==> config.mk <==
export PLATFORM = sky130hd
export DESIGN_NAME = lookahead_dsm
export DESIGN_NICKNAME = d
export VERILOG_FILES = /design/src/rtl/dsm_pkg.sv /design/src/rtl/dsm_lane_carries.sv /design/src/rtl/dsm_state_jump.sv /design/src/rtl/lookahead_dsm.sv
export SDC_FILE = /design/constraint.sdc
export NUM_CORES = 1
export LEC_CHECK = 0
export ABC_AREA = 0
export ABC_CLOCK_PERIOD_IN_PS = 7350
export BUFFER_PORTS_ARGS = -buffer_cell sky130_fd_sc_hd__buf_2
export CAP_MARGIN = 25
export CORE_AREA = 3 3 177 179
export DETAILED_ROUTE_END_ITERATION = 10
export DIE_AREA = 0 0 180 182
export GPL_TIMING_DRIVEN = 0
export SLEW_MARGIN = 20
export SYNTH_ARGS = -nofsm -noshare
export SYNTH_HDL_FRONTEND = slang
export SYNTH_SLANG_ARGS = --single-unit
==> constraint.sdc <==
create_clock -name clk -period 7.35 [get_ports clk]
set_clock_uncertainty 0.1 [all_clocks]
set_input_delay 0.735 -clock clk [delete_from_list [all_inputs] [get_ports clk]]
set_output_delay 0.735 -clock clk [all_outputs]
set_load 0.05 [all_outputs]
==> src/rtl/dsm_pkg.sv <==
// Package: shared width helpers for the lookahead modulator.
// Assumes LANES >= 1 and ACC_W >= 2.
package dsm_pkg;

    // Width that holds acc + lanes*x without loss for x < 2^acc_w.
    function automatic int sum_width(input int acc_w, input int lanes);
        return acc_w + $clog2(lanes + 1) + 1;
    endfunction

endpackage

==> src/rtl/dsm_lane_carries.sv <==
// Module: computes the carry of each of LANES successive additions of the
// held sample into the accumulator, all in parallel.
// Assumes sample < 2^ACC_W, so adjacent partial sums differ in their upper
// part by 0 or 1. Lane 0 is the earliest bit in time.
module dsm_lane_carries #(
    parameter int LANES = 16,
    parameter int ACC_W = 16
) (
    input  logic [ACC_W-1:0] acc_i,
    input  logic [ACC_W-1:0] sample_i,
    output logic [LANES-1:0] lanes_o
);
    localparam int SW = dsm_pkg::sum_width(ACC_W, LANES);
    localparam int HW = SW - ACC_W;

    logic [HW-1:0] upper [LANES+1];

    // Upper part of acc + k*sample for every k from 0 to LANES.
    for (genvar k = 0; k <= LANES; k++) begin : g_partial
        localparam logic [SW-1:0] KMUL = SW'(k);
        logic [SW-1:0] part;
        always_comb part = SW'(acc_i) + KMUL * SW'(sample_i);
        assign upper[k] = part[SW-1:ACC_W];
    end

    // A lane carries when its partial sum crosses into the next multiple of 2^ACC_W.
    for (genvar k = 0; k < LANES; k++) begin : g_lane
        assign lanes_o[k] = (upper[k+1] != upper[k]);
    end
endmodule

==> src/rtl/dsm_state_jump.sv <==
// Module: advances the accumulator by LANES additions of the sample in one
// step, and reports how many carries those additions produce in total.
// Assumes sample < 2^ACC_W.
module dsm_state_jump #(
    parameter int LANES = 16,
    parameter int ACC_W = 16
) (
    input  logic [ACC_W-1:0] acc_i,
    input  logic [ACC_W-1:0] sample_i,
    output logic [ACC_W-1:0] acc_next_o,
    output logic [dsm_pkg::sum_width(ACC_W, LANES)-ACC_W-1:0] carry_total_o
);
    localparam int SW = dsm_pkg::sum_width(ACC_W, LANES);
    localparam logic [SW-1:0] NMUL = SW'(LANES);

    logic [SW-1:0] total;

    // Full-width sum of the state and LANES copies of the sample.
    always_comb total = SW'(acc_i) + NMUL * SW'(sample_i);

    assign acc_next_o    = total[ACC_W-1:0];
    assign carry_total_o = total[SW-1:ACC_W];
endmodule

==> src/rtl/lookahead_dsm.sv <==
// Module: top of the parallel lookahead first-order delta-sigma modulator.
// Each clock it registers a LANES-bit word (bit 0 earliest) and the
// accumulator value LANES bit periods ahead. Synchronous active-low reset.
module lookahead_dsm #(
    parameter int LANES = 16,
    parameter int ACC_W = 16
) (
    input  logic             clk,
    input  logic             rst_n,
    input  logic [ACC_W-1:0] sample_i,
    output logic [LANES-1:0] bits_o
);
    localparam int SW = dsm_pkg::sum_width(ACC_W, LANES);
    localparam int HW = SW - ACC_W;

    logic [ACC_W-1:0] acc_q;
    logic [ACC_W-1:0] acc_next;
    logic [HW-1:0]    carry_total;
    logic [LANES-1:0] lane_bits;

    dsm_lane_carries #(.LANES(LANES), .ACC_W(ACC_W)) u_lanes (
        .acc_i    (acc_q),
        .sample_i (sample_i),
        .lanes_o  (lane_bits)
    );

    dsm_state_jump #(.LANES(LANES), .ACC_W(ACC_W)) u_jump (
        .acc_i         (acc_q),
        .sample_i      (sample_i),
        .acc_next_o    (acc_next),
        .carry_total_o (carry_total)
    );

    // Register the state jump and the output word.
    always_ff @(posedge clk) begin
        if (!rst_n) begin
            acc_q  <= '0;
            bits_o <= '0;
        end else begin
            acc_q  <= acc_next;
            bits_o <= lane_bits;
        end
    end

    // reset clears the output word
    a_r1_reset_clear: assert property (@(posedge clk)
        !rst_n |=> (bits_o == '0));

    // zero sample gives an empty word
    a_r5_zero_word: assert property (@(posedge clk) disable iff (!rst_n)
        (sample_i == '0) |=> (bits_o == '0));

    // zero sample leaves the state alone
    a_r5_zero_hold: assert property (@(posedge clk) disable iff (!rst_n)
        (sample_i == '0) |=> (acc_q == $past(acc_q)));

    // lane carries agree with the carry count of the state jump
    a_r2_carry_count: assert property (@(posedge clk) disable iff (!rst_n)
        $countones(lane_bits) == int'(carry_total));
endmodule

==> impl_metrics.toml <==
[status]
outcome = "finished, final reports clean"

[setup_path]
cp_slowest_stage_delay_ns = 0.74
arrival_ns = 6.13
reg2reg_from = "acc_q[11]$_SDFF_PN0_"
worst-r2r-cell-count = 14
critPathBufInv = 1
r2r-end = "bits_o[15]$_SDFF_PN0_"
required_ns = 7.41
reg2reg_slack_ns = 2.45
cp_slowest_cell = "a2111oi_0"
path_cells = "buf_2 -> fa_1 -> ha_1 -> nor2b_1 -> o31a_1 -> o221ai_1 -> nand2b_1 -> a21o_1 -> a21oi_1 -> xnor2_1 -> ha_1 -> a21o_1 -> a21o_1 -> a2111oi_0 -> o211ai_1 -> nand2_1 -> nor3_1 -> a21oi_1 -> o2111ai_1 -> a2bb2oi_1 -> o21ai_1"
worstPathMaxFanout = 19
crit_path_end_kind = "flop"
start_kind = "primary input"
critical-path-top-delay-family = "compound AO/OA/AOI/OAI gates"
worstSetupPathType = "in2reg"
path_common_cell = "a21o_1"

[clock_tree]
cts_inserted_buffers = 3
cts_buffer_depth = 2
cts.sinks = 28
cts_tree = "yes"
root_buffer = "clkbuf_16"
cts_hold_buf = 0
cts_setup_buffers = 0
insertion_delay_ns = 0.27
ctsResizeCount = 0
htree_num_levels = 1
path_clk_slew_ns = 0.08

[synthesis]
yosysTopAreaCell = "ha_1"
ys_seq_area_frac = 0.0427
netlist_top_cells_area = "ha_1 (28%), fa_1 (23%), inv_1 (5.9%), dfxtp_1 (4.3%), xnor2_1 (3.9%)"
synth_seq_cells = 28
synth.net_count = 1926
syn_avg_cell_area_um2 = 8.97
synth_cell_types = 87
synth_edf_count = 0
synth_flop_cell = "dfxtp_1"
synth_top_area_frac = 0.275
synthTopCellsByCount = "ha_1 (289), inv_1 (206), fa_1 (154)"
synthCells = 1465
ys_warn_count = 0
synthMostInstantiatedCell = "ha_1"
synth_area_um2 = 13100
async_flop_share = 0

[sta]
period_needed_ns = 6.07
finalCritPeriodShare = 0.826
tns_ns = 0
slew_headroom = 0.330
finalHoldViolations = 0
fmax_ghz = 0.165
finalSetupViolCount = 0
rsz0062_at_grt = "false"
tightestPinTransition_ns = 1.00
final_max_slew_viol_count = 0

[drt]
routed-via-count = 10400
met2_length_mm = 14.9
via_per_inst = 5.49
wl_per_cell_um = 17.5
wirelength_mm = 33.2
drtIter0Drc = 541
wl_met1_mm = 16.9
highest-signal-layer = "met4"
dr.pass1.iters = 5
wl_met3_mm = 1.07
final_antenna_net_count = 0
route.detailed.drc = 0

[global_route]
first_global_vias = 10300
grt_max_degree = 22
grt_overflow_total = 0
grt_pass1_wl_mm = 54.9
grtUsageTotal = 0.204
antenna_found_initial = 0

[power]
power.density_nw_per_um2 = 299
peakVddDrop_v = 0.000259
p_leak_nw = 6.86

[place]
port_buffers = 33
dp.final_hpwl_mm = 27.3
placed_area_um2 = 13800
routabilityCongestion = 0.835

[floorplanning]
ios = 34
core_area_um2 = 29700
die_width_um = 180
fp.dieArea_um2 = 32800
rows = 63
die-height_um = 182
start_util = 0.442

[layout]
fillers = 2847
drive_gt1_frac = 0.0386
final_util = 0.468
seqCellArea_um2 = 561
multi_input_area_um2 = 11700
fin_area_um2 = 13900
nets = 1964
area_growth_pct = 5.78
num_antenna_cells = 0

[run]
max-cap-violations = 0

[min_path]
hp-class = "in2reg"
whs_path_depth = 3
hold_end = "bits_o[13]$_SDFF_PN0_"
hold_start = "rst_n"
per-stage QoR:
step                worst slack (ns)  std cells  power [mW]  hold slack (ns)
CTS                             1.33       1892        4.16            0.732
finish                          1.28       1892        4.16            0.747
detailed placement              1.06       1888        3.95            0.754
global placement                1.03       1888        3.86            0.747
floorplan                       2.43       1465        3.08            0.602
global route                   0.781       1892        4.69            0.768
power breakdown:
part           internal (mW)  switching, mW
Clock                  0.109         0.0624
Combinational           1.50           2.11
Sequential             0.213          0.167
Total                   1.82           2.33
final cells by class:
| class | instances | share of cell area |
|---|---|---|
| buffer | 15 | 0.00414 |
| clock buffer | 3 | 0.00540 |
| clock inverter | 1 | 0.00216 |
| inverter | 208 | 0.0562 |
| multi-input combinational | 1214 | 0.845 |
| sequential | 28 | 0.0403 |
| tap | 390 | 0.0351 |
| timing repair buffer | 33 | 0.0119 |
worst max path at each step:
stage	from	endpoint	cells after the start
final	sample_i[4]	bits_o[14]$_SDFF_PN0_	21
after floorplan	sample_i[0]	bits_o[14]$_SDFF_PN0_	22
after global routing	sample_i[4]	bits_o[14]$_SDFF_PN0_	21
after detailed placement	sample_i[4]	bits_o[14]$_SDFF_PN0_	21
after global placement	sample_i[4]	bits_o[14]$_SDFF_PN0_	21
after CTS	sample_i[4]	bits_o[14]$_SDFF_PN0_	21
cells by family (layout without fill, tap and decap cells):
family                     count (synthesis)  in the layout  synth area share
AOI/OAI and AO/OA                        332            332             0.173
xor gates and xnor gates                 100            100            0.0693
adders and majority gates                443            443             0.510
buffers and inverters                    223            260            0.0638
DFF                                       28             28            0.0427
muxes                                     10             10           0.00809
and+or+nand+nor                          329            329             0.134
routing by layer:
| metal | GRT usage | up-vias |
|---|---|---|
| met5 | 0 | - |
| met2 | 0.338 | 164 |
| met3 | 0.0132 | 13 |
| met1 | 0.305 | 4938 |
| met4 | 0.0192 | 0 |
| li1 | - | 5276 |
cells in the final DEF, fill, tap and decap left out, types with 6 or more instances in the layout:
cell type / netlist / layout
nand3b_1: 7 / 7
dfxtp_1: 28 / 28
o21ai_0: 36 / 36
o21a_1: 24 / 24
nand2_1: 72 / 72
xnor2_1: 58 / 58
o21ai_1: 16 / 16
nand4_1: 14 / 14
inv_1: 206 / 206
a211oi_1: 12 / 12
nand2b_1: 18 / 18
clkbuf_1: 14 / 14
o211ai_1: 18 / 18
o31a_1: 6 / 6
buf_2: 1 / 34
o2111ai_1: 8 / 8
nor2b_1: 17 / 17
xor2_1: 39 / 39
nor3_1: 30 / 30
fa_1: 154 / 154
or3_1: 7 / 7
a31o_1: 8 / 8
a21o_1: 31 / 31
nand3_1: 35 / 35
a211o_1: 7 / 7
and2_1: 10 / 10
a21oi_1: 88 / 88
and3_1: 7 / 7
a31oi_1: 17 / 17
a2111oi_0: 10 / 9
nand4b_1: 6 / 6
ha_1: 289 / 289
and4_1: 7 / 7
mux2i_1: 8 / 8
nor2_1: 68 / 68
tightest hold or removal path, stage by stage:
cell and delay, ns:
buf_2 0.16, nand3_1 0.09, o211ai_1 0.08
flip-flops by register name, summed over array words and instances, names as in the netlist:
| signal | flops |
|---|---|
| bits_o | 16 |
| acc_q | 12 |
Power figures use the tool's default switching activity.
